File: src/rtl/movseq_pkg.sv
package movseq_pkg;

    localparam int unsigned PH_W = 3;

    typedef enum logic [PH_W-1:0] {
        PH_INC     = 3'd0,
        PH_FETCH   = 3'd1,
        PH_DECODE  = 3'd2,
        PH_SRC     = 3'd3,
        PH_RESTORE = 3'd4,
        PH_WRITE   = 3'd5,
        PH_CLEAR   = 3'd6,
        PH_IDLE    = 3'd7
    } phase_e;

    // Per-phase control actions
    typedef struct packed {
        logic inc_pc;     // advance the program counter
        logic addr_pc;    // memory address taken from the counter
        logic ld_ar_pc;   // address register <- counter
        logic ld_cr;      // command register <- read data
        logic split;      // address <- low byte, hold <- high byte
        logic ld_ar_hold; // address register <- hold register
        logic we;         // memory write strobe
        logic clr_ar;     // address register <- 0
    } ctrl_t;

    localparam ctrl_t CTRL_NONE = '0;

    function automatic ctrl_t decode_phase(input phase_e ph);
        ctrl_t c;
        c = CTRL_NONE;
        unique case (ph)
            PH_INC:     c.inc_pc     = 1'b1;
            PH_FETCH: begin
                c.addr_pc  = 1'b1;
                c.ld_ar_pc = 1'b1;
                c.ld_cr    = 1'b1;
            end
            PH_DECODE:  c.split      = 1'b1;
            PH_SRC:     c.ld_cr      = 1'b1;
            PH_RESTORE: c.ld_ar_hold = 1'b1;
            PH_WRITE:   c.we         = 1'b1;
            PH_CLEAR:   c.clr_ar     = 1'b1;
            PH_IDLE:    c = CTRL_NONE;
            default:    c = CTRL_NONE;
        endcase
        return c;
    endfunction

endpackage

File: src/rtl/movseq_phase_gen.sv
module movseq_phase_gen
    import movseq_pkg::*;
(
    input  logic   clk,
    input  logic   rst,
    input  logic   adv,
    output phase_e phase
);

    phase_e phase_q;

    always_ff @(posedge clk) begin
        if (rst) begin
            phase_q <= PH_INC;
        end else if (adv) begin
            phase_q <= phase_e'(phase_q + 3'd1);
        end
    end

    assign phase = phase_q;

endmodule

File: src/rtl/movseq_pc_unit.sv
module movseq_pc_unit #(
    parameter int unsigned ADDR_W = 8,
    parameter logic [ADDR_W-1:0] PC_LOC = '0
) (
    input  logic              clk,
    input  logic              rst,
    input  logic              inc,
    input  logic              wr_en,
    input  logic [ADDR_W-1:0] wr_addr,
    input  logic [ADDR_W-1:0] wr_val,
    output logic [ADDR_W-1:0] pc
);

    logic [ADDR_W-1:0] pc_q;
    logic              hit;

    assign hit = wr_en && (wr_addr == PC_LOC);

    always_ff @(posedge clk) begin
        if (rst) begin
            pc_q <= '0;
        end else if (hit) begin
            pc_q <= wr_val;
        end else if (inc) begin
            pc_q <= pc_q + ADDR_W'(1);
        end
    end

    assign pc = pc_q;

endmodule

File: src/rtl/movseq_regs.sv
module movseq_regs
    import movseq_pkg::*;
#(
    parameter int unsigned ADDR_W = 8,
    localparam int unsigned WORD_W = 2 * ADDR_W
) (
    input  logic              clk,
    input  logic              rst,
    input  ctrl_t             ctrl,
    input  logic [ADDR_W-1:0] pc,
    input  logic [WORD_W-1:0] rdata,
    output logic [ADDR_W-1:0] ar,
    output logic [WORD_W-1:0] cr
);

    logic [ADDR_W-1:0] ar_q;
    logic [ADDR_W-1:0] ahr_q;
    logic [WORD_W-1:0] cr_q;

    // Address register: one source per phase
    always_ff @(posedge clk) begin
        if (rst) begin
            ar_q <= '0;
        end else if (ctrl.ld_ar_pc) begin
            ar_q <= pc;
        end else if (ctrl.split) begin
            ar_q <= cr_q[ADDR_W-1:0];
        end else if (ctrl.ld_ar_hold) begin
            ar_q <= ahr_q;
        end else if (ctrl.clr_ar) begin
            ar_q <= '0;
        end
    end

    // Hold register keeps the destination across the source read
    always_ff @(posedge clk) begin
        if (rst) begin
            ahr_q <= '0;
        end else if (ctrl.split) begin
            ahr_q <= cr_q[WORD_W-1:ADDR_W];
        end
    end

    // Command register: instruction, then moved data
    always_ff @(posedge clk) begin
        if (rst) begin
            cr_q <= '0;
        end else if (ctrl.ld_cr) begin
            cr_q <= rdata;
        end
    end

    assign ar = ar_q;
    assign cr = cr_q;

endmodule

File: src/rtl/mov_seq_ctrl.sv
module mov_seq_ctrl
    import movseq_pkg::*;
#(
    parameter int unsigned ADDR_W = 8,
    parameter logic [ADDR_W-1:0] PC_LOC = '0,
    localparam int unsigned WORD_W = 2 * ADDR_W
) (
    input  logic              clk,
    input  logic              rst,
    input  logic              halt,
    input  logic [WORD_W-1:0] mem_rdata,
    output logic [ADDR_W-1:0] mem_addr,
    output logic [WORD_W-1:0] mem_wdata,
    output logic              mem_we,
    output logic [ADDR_W-1:0] pc_out,
    output logic [PH_W-1:0]   phase_out
);

    phase_e            phase;
    ctrl_t             ctrl_raw;
    ctrl_t             ctrl;
    logic [ADDR_W-1:0] pc;
    logic [ADDR_W-1:0] ar;
    logic [WORD_W-1:0] cr;

    movseq_phase_gen u_phase (
        .clk   (clk),
        .rst   (rst),
        .adv   (!halt),
        .phase (phase)
    );

    always_comb begin
        ctrl_raw = decode_phase(phase);
        ctrl     = halt ? CTRL_NONE : ctrl_raw;
    end

    movseq_pc_unit #(
        .ADDR_W (ADDR_W),
        .PC_LOC (PC_LOC)
    ) u_pc (
        .clk     (clk),
        .rst     (rst),
        .inc     (ctrl.inc_pc),
        .wr_en   (ctrl.we),
        .wr_addr (ar),
        .wr_val  (cr[ADDR_W-1:0]),
        .pc      (pc)
    );

    movseq_regs #(
        .ADDR_W (ADDR_W)
    ) u_regs (
        .clk   (clk),
        .rst   (rst),
        .ctrl  (ctrl),
        .pc    (pc),
        .rdata (mem_rdata),
        .ar    (ar),
        .cr    (cr)
    );

    // During fetch the counter drives the address directly so the
    // instruction is read in the same phase the address register loads.
    assign mem_addr  = ctrl_raw.addr_pc ? pc : ar;
    assign mem_wdata = cr;
    assign mem_we    = ctrl.we;
    assign pc_out    = pc;
    assign phase_out = phase;

endmodule

File: config.mk
export PLATFORM = sky130hd
export DESIGN_NAME = mov_seq_ctrl
export DESIGN_NICKNAME = d
export VERILOG_FILES = /design/src/rtl/movseq_pkg.sv /design/src/rtl/movseq_phase_gen.sv /design/src/rtl/movseq_pc_unit.sv /design/src/rtl/movseq_regs.sv /design/src/rtl/mov_seq_ctrl.sv
export SDC_FILE = /design/constraint.sdc
export NUM_CORES = 1
export LEC_CHECK = 0
export CORE_AREA = 2 2 84 86
export DETAILED_ROUTE_END_ITERATION = 8
export DIE_AREA = 0 0 86 88
export GPL_ROUTABILITY_DRIVEN = 1
export SYNTH_ARGS = -nofsm -noshare
export SYNTH_HDL_FRONTEND = slang
export SYNTH_SLANG_ARGS = --single-unit
File: constraint.sdc
create_clock -name clk -period 1.9 [get_ports clk]
set_clock_uncertainty 0.15 [all_clocks]
set_input_delay 0.57 -clock clk [delete_from_list [all_inputs] [get_ports clk]]
set_output_delay 0.57 -clock clk [all_outputs]
set_load 0.02 [all_outputs]
==> results of run 1 <==
==> layer usage <==
layer	vias up	GRT usage [%]	share of wire (%)	routed length (um)
met5	-	0	0	0
met4	0	5.34	1.5	85
met3	10	4.43	6.3	353
met2	60	23.3	45	2490
met1	893	20.1	48	2650
li1	995	-	-	-
==> worst register-to-register path, stage by stage (launching register included) <==
cell and delay [ps]:
dfxtp_4 360, inv_4 40, ha_4 150, buf_4 120, buf_6 100, buf_6 100
and3b_2 200, buf_6 130, a31oi_4 230, buf_4 160, o21ai_1 60, a31oi_1 140
==> power breakdown <==
part | internal, uW | switching, uW | leakage, uW
combinational | 234 | 224 | 0.00107
sequential | 929 | 22.5 | 0.000350
clock | 293 | 312 | 0.0000482
total | 1460 | 558 | 0.00147
==> per-stage QoR <==
step | utilization (%) | cell area (um2) | total power, uW
after CTS | 46.9 | 3110 | 1990
after global routing | 49.2 | 3270 | 2110
after detailed placement | 44.7 | 2970 | 1380
after floorplan | - | 2130 | 1200
after global placement | 44.7 | 2970 | 1380
final | 49.2 | 3270 | 2010
==> cells in the final DEF (no fill, tap or decap), types with 2 or more instances in the layout <==
master,n
dfxtp_1,40
buf_4,36
nand2_1,27
dlygate4sd2_1,26
nor2_1,24
mux2i_1,17
clkdlybuf4s50_1,17
buf_6,13
a21oi_1,12
mux2_4,8
a22o_1,8
a22oi_1,7
o21ai_1,7
nand3_1,6
clkbuf_8,6
ha_1,4
buf_2,4
a21oi_4,3
a21oi_2,3
inv_1,2
and3b_2,2
nor3b_4,2
o21ai_2,2
o21ai_0,2
nand4_1,2
a22oi_2,2
a211oi_1,2
xor2_1,2
ha_4,2
buf_12,2
dfxtp_4,2
==> final timing paths <==
| path | cells past startpoint | start | slack, ps | end |
|---|---|---|---|---|
| max reg2reg | 11 | u_phase.phase[1] | -120 | u_pc.pc[7] |
| max | 6 | u_phase.phase[1] | -400 | mem_addr[2] |
| min reg2reg | 2 | u_regs.ahr_q[7] | 310 | u_regs.ahr_q[7] |
| min | 2 | u_regs.ahr_q[7] | 310 | u_regs.ahr_q[7] |
==> cells by family after synthesis <==
kind of cell	Yosys count	synth area share (%)
AO/OA/AOI/OAI	56	17.9
XOR/XNOR	2	0.846
adder cells (fa/ha/maj)	6	3.63
buffers and inverters	19	5.20
flip-flops	43	41.6
multiplexers	25	12.6
AND/OR/NAND/NOR	76	18.3
==> area by class of cell <==
cell class	instances	share of cell area (%)
multi-input combinational	165	39.6
timing repair buffer	100	27.4
sequential	43	26.6
tap	80	3.06
clock buffer	7	2.64
inverter	4	0.536
clock inverter	1	0.153
==> timing repair <==
item / in CTS / in global routing
cloned: 0 / 1
endpoints found under the setup margin: 68 / 26
pin swaps: 3 / 15
gates resized for setup: 90 / 39
setup buffers: 2 / 7
endpoints found under the hold margin: 0 / 0
==> sequential cells by signal, indices dropped and copies added (netlist names) <==
signal,flops
u_phase.phase,3
u_pc.pc,8
u_regs.ar,8
u_regs.ahr_q,8
u_regs.cr,16
==> summary.md, run 1 <==
| Metric | Value |
|---|---|
| Clock sinks | `43` |
| Syn Area/Cell | `9.12 um2` |
| Area occupied by multi-input gates | `1290 um2` |
| Crit-path max FO | `9` |
| Max_slew headroom | `66.0%` |
| Peak VDD IR | `0.321 mV` |
| Post-detailed-route wirelength per cell | `13.9 um` |
| Post-CTS Hold Buffers | `0` |
| Vias in the first global route | `1,811` |
| TritonCTS Buffers | `5` |
| Synthesis Warnings | `0` |
| Total GRT Usage | `15.1%` |
| Sequential area share after synthesis | `41.6%` |
| Starting DRT DRC Count | `96` |
| Hold slack final | `310 ps` |
| Filler Cells Inserted | `630` |
| Critical Path Source Type | `flop` |
| Arrival time at the worst endpoint | `1580 ps` |
| I/O pins | `55` |
| Final worst slack | `-402 ps` |
| Worst setup EP type | `output pin` |
| Largest net degree at the start of global routing | `34` |
| Status | `finished, violations left` |
| H-Tree Depth | `2` |
| Buffers on Ports | `54` |
| Fin. Hold Viols | `0` |
| Placer Congestion | `0.879` |
| Most common library cells after synthesis | `dfxtp_1 (43), nand2_1 (27), nor2_1 (24)` |
| Yosys cell types | `40` |
| Final min period | `2300 ps` |
| Die H | `88 um` |
| HP Class | `flop to flop` |
| Post-layout nets | `344` |
| Post-route ant nets | `0` |
| Max Slew Vio Count | `0` |
| Storage cell area | `870 um2` |
| Post-Syn Nets | `252` |
| Synth Instances | `227` |
| Vias per Instance | `4.90` |
| Non-Filler Instances | `400` |
| Unrepaired setup endpoints after global routing | `yes` |
| CTS tree | `done` |
| Drt drc | `0` |
| DP HPWL | `4010 um` |
| Layout cells sized above 1 | `32.5%` |
| Root buffer cell | `clkbuf_8` |
| Final TNS setup | `-3960 ps` |
| Post-Place Cells | `383` |
| DIE WIDTH | `86 um` |
| Max frequency | `0.434 GHz` |
| Worst Path Buf+Inv | `3` |
| Leakage | `0.00147 uW` |
| Max-cap viol count | `0` |
| Tightest Pin Transition | `505 ps` |
| Row Count | `30` |
| Tcrit/Tclk final | `121%` |
| Diodes inserted | `0` |
| Synth Flop Type | `dfxtp_1` |
| EDFF count, synth | `0` |
| Critical path's slowest cell | `dfxtp_4` |
| First-pass GRT wire length | `8990 um` |
| Routed Wire Length | `5580 um` |
| Die footprint | `7570 um2` |
| Core Area | `6640 um2` |
| Ys async rst share | `0%` |
| Number of synthesized register bits | `43` |
| Via count | `1,958` |
| Failing checks | `negative setup slack` |
| CTS clk-pin slew, worst paths | `80 ps` |
| Crit Path Class | `flop to output pin` |
| Antenna violations before repair | `0` |
| Ranking of synthesized cells by area | `dfxtp_1 (42%), mux2i_1 (8.2%), nand2_1 (4.9%)` |
| Critical path data required time | `1180 ps` |
| GRT Residual Overflow | `0` |
| Synthesis-to-layout area growth | `57.8%` |
| Starting density of the core | `31.2%` |
| Place WS | `-645 ps` |
| Drt pass-1 iters | `4` |
| Clock tree buffer depth | `2` |
| Top cell type's share of synthesized area | `41.6%` |
| Max stage delay on crit path | `360 ps` |
| Worst skew pair latency | `300 ps` |
| P per Cell Area | `617 nW/um2` |
| Final setup vio count | `16` |
| Worst path cell trace | `inv_4 > ha_4 > nor2b_4 > buf_12 > mux2_4 > buf_2` |
| Top-count cell post-synth | `dfxtp_1` |
| Yosys top cell by area | `dfxtp_1` |
| Mapped Area | `2070 um2` |
| CP delay by family, top | `flip-flops` |
Note: power is estimated with default switching activity, not from simulation.
==> run 2: changes to the inputs <==
--- a/config.mk
+++ b/config.mk
@@ -9,6 +9,7 @@
 export DETAILED_ROUTE_END_ITERATION = 8
 export DIE_AREA = 0 0 86 88
 export GPL_ROUTABILITY_DRIVEN = 1
+export PLACE_DENSITY_LB_ADDON = 0.3
 export SYNTH_ARGS = -nofsm -noshare
 export SYNTH_HDL_FRONTEND = slang
 export SYNTH_SLANG_ARGS = --single-unit
==> summary.md, run 2 (same netlist as run 1, synthesis figures left out) <==
| Metric | Value |
|---|---|
| Filler Cells Inserted | `625` |
| Final min period | `2280 ps` |
| Max frequency | `0.438 GHz` |
| Placed cell area | `2990 um2` |
| Post-route ant nets | `0` |
| Critical Path Source Type | `flop` |
| Sequential power share | `48.7%` |
| CTS clk-pin slew, worst paths | `80 ps` |
| Layout cells sized above 1 | `29.1%` |
| Clock tree buffer depth | `2` |
| Critical path's slowest cell | `dfxtp_4` |
| Worst setup EP type | `output pin` |
| Final TNS setup | `-3240 ps` |
| Clock power frac | `28.5%` |
| Clock sinks | `43` |
| Max stage delay on crit path | `350 ps` |
| Row Count | `30` |
| First-pass GRT wire length | `8530 um` |
| Die H | `88 um` |
| Drt drc | `0` |
| Commonest non-fill, non-tap cells in the layout | `dfxtp_1 (41), buf_4 (32), nand2_1 (27), dlygate4sd2_1 (26), nor2_1 (24)` |
| Commonest non-fill, non-tap cell in the layout | `dfxtp_1` |
| Leakage | `0.00144 uW` |
| Post-layout nets | `340` |
| HP Class | `flop to flop` |
| Switching portion of total power | `27.6%` |
| Logic pwr share | `22.8%` |
| Synthesis-to-layout area growth | `53.3%` |
| Largest net degree at the start of global routing | `26` |
| Die footprint | `7570 um2` |
| Fin. Hold Viols | `0` |
| Post-Place Cells | `385` |
| Placer Congestion | `0.883` |
| Post-CTS Hold Buffers | `0` |
| DIE WIDTH | `86 um` |
| GRT Residual Overflow | `0` |
| Status | `finished, violations left` |
| Design Power | `1960 uW` |
| Post-detailed-route wirelength per cell | `13.9 um` |
| Post-route cell area | `3170 um2` |
| Starting density of the core | `31.2%` |
| Crit-path max FO | `9` |
| Total GRT Usage | `14.1%` |
| Starting DRT DRC Count | `172` |
| Final worst slack | `-385 ps` |
| Tightest Pin Transition | `537 ps` |
| Diodes inserted | `0` |
| Unrepaired setup endpoints after global routing | `yes` |
| Buffers on Ports | `54` |
| Root buffer cell | `clkbuf_8` |
| Max Slew Vio Count | `0` |
| Worst skew pair latency | `290 ps` |
| Crit Path Class | `flop to output pin` |
| Hold slack final | `310 ps` |
| Max_slew headroom | `63.9%` |
| Failing checks | `negative setup slack` |
| Tcrit/Tclk final | `120%` |
| CTS tree | `done` |
| Via count | `1,989` |
| Vias in the first global route | `1,760` |
| Final setup vio count | `12` |
| Vias per Instance | `5.02` |
| Max reg flops | `16` |
| Non-Filler Instances | `396` |
| Routed Wire Length | `5490 um` |
| I/O pins | `55` |
| Core Area | `6640 um2` |
| Antenna violations before repair | `0` |
| DP HPWL | `4080 um` |
| Power Internal | `1420 uW` |
| Critical path data required time | `1180 ps` |
| Peak VDD IR | `0.483 mV` |
| H-Tree Depth | `2` |
| P per Cell Area | `616 nW/um2` |
| Net Switching | `539 uW` |
| Arrival time at the worst endpoint | `1560 ps` |
| Drt pass-1 iters | `4` |
| Max-cap viol count | `0` |
| Worst path cell trace | `inv_4 > ha_4 > nor2b_4 > buf_12 > mux2_4 > buf_2` |
| TritonCTS Buffers | `5` |
## run 2: cell types whose count changed in the layout (fill, tap and decap cells not counted), moves of 2 or more
cell and change:
a21oi_1 +2, a21oi_4 -2, o21ai_1 -3, a22oi_1 +2
o21ai_2 -2, inv_4 +2, a22oi_2 -2, o21ai_0 +6
buf_4 -4
## run 2: per-layer routing
layer	track usage [%]	vias up	share of wire (%)
li1	-	985	-
met3	3.68	4	7.1
met1	18.8	923	46
met5	0	-	0
met2	23.3	77	47
met4	2.89	0	0.47
## run 2: final cells by class
class                           instances  area [um2]  area share, %
Tap cell                               80         100           3.15
Sequential cell                        43         868           27.4
Clock inverter                          2        11.3          0.355
Multi-Input combinational cell        165        1240           38.9
Timing Repair Buffer                   96         866           27.3
Clock buffer                            6        72.6           2.29
Inverter                                4        20.0          0.631
## run 2: path summary, 6_finish.rpt
check | start | depth (start not counted) | end | slack, ps
worst min register to register | u_regs.ahr_q[7] | 2 | u_regs.ahr_q[7] | 310
worst max register to register | u_phase.phase[1] | 9 | u_pc.pc[5] | -20
worst min-delay path | u_regs.ahr_q[7] | 2 | u_regs.ahr_q[7] | 310
worst max-delay path | u_phase.phase[1] | 6 | mem_addr[0] | -380
## run 2: repair_timing
item / in CTS / in global routing
pin swaps: 1 / 17
setup buffers: 1 / 3
gates resized for setup: 90 / 19
endpoints found under the setup margin: 66 / 25
## run 2: through the flow
stage / setup WS, ps / util, %
2_1_floorplan: 12.1 / -
6_report: -385 / 47.8
3_3_place_gp: -626 / 45.1
4_1_cts: -403 / 46.8
5_1_grt: -438 / 47.8
3_5_place_dp: -640 / 45.1
## run 2: power groups by stage
stage          Sequential [uW]  Combinational [uW]  Clock (uW)
6_report                   952                 446         558
5_1_grt                    956                 481         615
4_1_cts                    951                 429         572
3_5_place_dp               972                 423           0
3_3_place_gp               971                 419           0
2_1_floorplan             1010                 188           0
## run 2: critical path, delay by kind of cell (launching register included)
kind / cells / cell delay [ps]
multiplexers: 1 / 300
adder cells (fa/ha/maj): 1 / 120
flip-flops: 1 / 350
AND/OR/NAND/NOR: 1 / 150
buffers and inverters: 3 / 360
==> run 3: changes to the inputs <==
--- a/config.mk
+++ b/config.mk
@@ -5,10 +5,11 @@
 export SDC_FILE = /design/constraint.sdc
 export NUM_CORES = 1
 export LEC_CHECK = 0
-export CORE_AREA = 2 2 84 86
+export ABC_CLOCK_PERIOD_IN_PS = 1900
+export CORE_AREA = 8 8 90 92
 export DETAILED_ROUTE_END_ITERATION = 8
-export DIE_AREA = 0 0 86 88
-export GPL_ROUTABILITY_DRIVEN = 1
+export DIE_AREA = 0 0 98 100
+export GPL_ROUTABILITY_DRIVEN = 0
 export PLACE_DENSITY_LB_ADDON = 0.3
 export SYNTH_ARGS = -nofsm -noshare
 export SYNTH_HDL_FRONTEND = slang
==> summary.md, run 3 (same netlist as run 1, synthesis figures left out) <==
| Metric | Value |
|---|---|
| Critical path data required time | `1180 ps` |
| GRT Residual Overflow | `0` |
| Worst Path Buf+Inv | `3` |
| Critical path's slowest cell | `dfxtp_4` |
| TritonCTS Buffers | `5` |
| Drt drc | `0` |
| Max frequency | `0.439 GHz` |
| Final setup vio count | `12` |
| Clock tree buffer depth | `2` |
| Leakage | `0.00144 uW` |
| CTS clk-pin slew, worst paths | `80 ps` |
| P per Cell Area | `605 nW/um2` |
| Via count | `1,918` |
| Status | `finished, violations left` |
| CP delay by family, top | `flip-flops` |
| Drt pass-1 iters | `4` |
| Tcrit/Tclk final | `120%` |
| Clock sinks | `43` |
| Max stage delay on crit path | `350 ps` |
| H-Tree Depth | `2` |
| Commonest non-fill, non-tap cell in the layout | `dfxtp_1` |
| Hold slack final | `311 ps` |
| Worst skew pair latency | `290 ps` |
| Die H | `100 um` |
| Failing checks | `negative setup slack` |
| Arrival time at the worst endpoint | `1560 ps` |
| HP Class | `flop to flop` |
| Post-route cell area | `3250 um2` |
| Crit-path max FO | `9` |
| Post-detailed-route wirelength per cell | `14.2 um` |
| Placed cell area | `2990 um2` |
| Critical Path Source Type | `flop` |
| Fin. Hold Viols | `0` |
| WHS Path Cells | `2` |
| Max_slew headroom | `68.3%` |
| Peak VDD IR | `0.278 mV` |
| Final min period | `2280 ps` |
| Non-Filler Instances | `396` |
| First-pass GRT wire length | `9610 um` |
| Total GRT Usage | `11.8%` |
| DP HPWL | `4310 um` |
| Worst setup EP type | `output pin` |
| Core Area | `6640 um2` |
| Routed Wire Length | `5620 um` |
| Row Count | `30` |
| Final worst slack | `-380 ps` |
| Post-route ant nets | `0` |
| Starting density of the core | `31.2%` |
| Worst path cell trace | `inv_4 > ha_4 > nor2b_4 > buf_12 > mux2_4 > buf_6` |
| Tightest Pin Transition | `471 ps` |
| Commonest non-fill, non-tap cells in the layout | `dfxtp_1 (40), buf_4 (31), nand2_1 (27), dlygate4sd2_1 (25), nor2_1 (24)` |
| Crit Path Class | `flop to output pin` |
| Root buffer cell | `clkbuf_8` |
| Synthesis-to-layout area growth | `57.0%` |
| Max reg flops | `16` |
| CTS tree | `done` |
| Unrepaired setup endpoints after global routing | `yes` |
| Post-layout nets | `340` |
| Starting DRT DRC Count | `47` |
| Die footprint | `9800 um2` |
| Max Slew Vio Count | `0` |
| Vias in the first global route | `1,899` |
| Post-Place Cells | `383` |
| Antenna violations before repair | `0` |
| Post-Route Utilization | `48.9%` |
| I/O pins | `55` |
| Worst reg-to-reg path cell count | `10` |
| Design Power | `1970 uW` |
| Diodes inserted | `0` |
| Largest net degree at the start of global routing | `34` |
| DIE WIDTH | `98 um` |
| Vias per Instance | `4.84` |
| Max-cap viol count | `0` |
| Layout cells sized above 1 | `31.0%` |
| Buffers on Ports | `54` |
| Crit. path cell count | `6` |
==> run 3: changes by cell type in the layout (fill, tap and decap cells not counted), sizes merged <==
cell           change
clkbuf             +1
dlygate4sd2        -1
inv                -1
clkdlybuf4s15      +1
==> run 3: power breakdown <==
group          leakage (uW)  total (uW)  internal [uW]  switching, uW
logic               0.00105         454            235            219
registers          0.000350         952            929           22.9
clock network     0.0000422         560            258            302
total               0.00144        1970           1420            543
==> run 3: worst min-delay path, cell delays in order, from the launching register on <==
cell     delay, ps
dfxtp_1        320
nand2_1         50
a21oi_1         50
==> run 3: through the flow <==
stage / setup WS [ps] / TNS (ps)
6_report: -380 / -3290
5_1_grt: -442 / -4170
4_1_cts: -410 / -3400
3_5_place_dp: -638 / -19390
3_3_place_gp: -634 / -19030
2_1_floorplan: 12.1 / 0
==> run 3: repair_timing <==
action	4_1_cts	5_1_grt
buffers inserted	4	3
endpoints found under the setup margin	68	32
resized for setup	98	30
cloned	0	0
pin swaps	1	23
hold buffers	0	0
==> run 3: final cells by class <==
cell class / instances / area (um2)
Fill cell: 643 / 3390
Multi-Input combinational cell: 165 / 1270
Timing Repair Buffer: 96 / 905
Sequential cell: 43 / 870
Tap cell: 80 / 100
Clock buffer: 7 / 76.3
Inverter: 4 / 20.0
Clock inverter: 1 / 5.00
==> run 3: path summary, 6_finish.rpt <==
kind,startpoint,slack [ps],to
max,u_phase.phase[1],-380,mem_addr[4]
min,u_regs.ahr_q[7],310,u_regs.ahr_q[7]
max reg2reg,u_phase.phase[1],-40,u_pc.pc[0]
min reg2reg,u_regs.ahr_q[7],310,u_regs.ahr_q[7]
==> run 3: layer usage <==
metal	routed length, um	track usage [%]	vias up
met1	2680	15.5	851
li1	-	-	992
met2	2440	17.4	64
met3	404	4.36	11
met4	91	3.96	0
met5	0	0	-
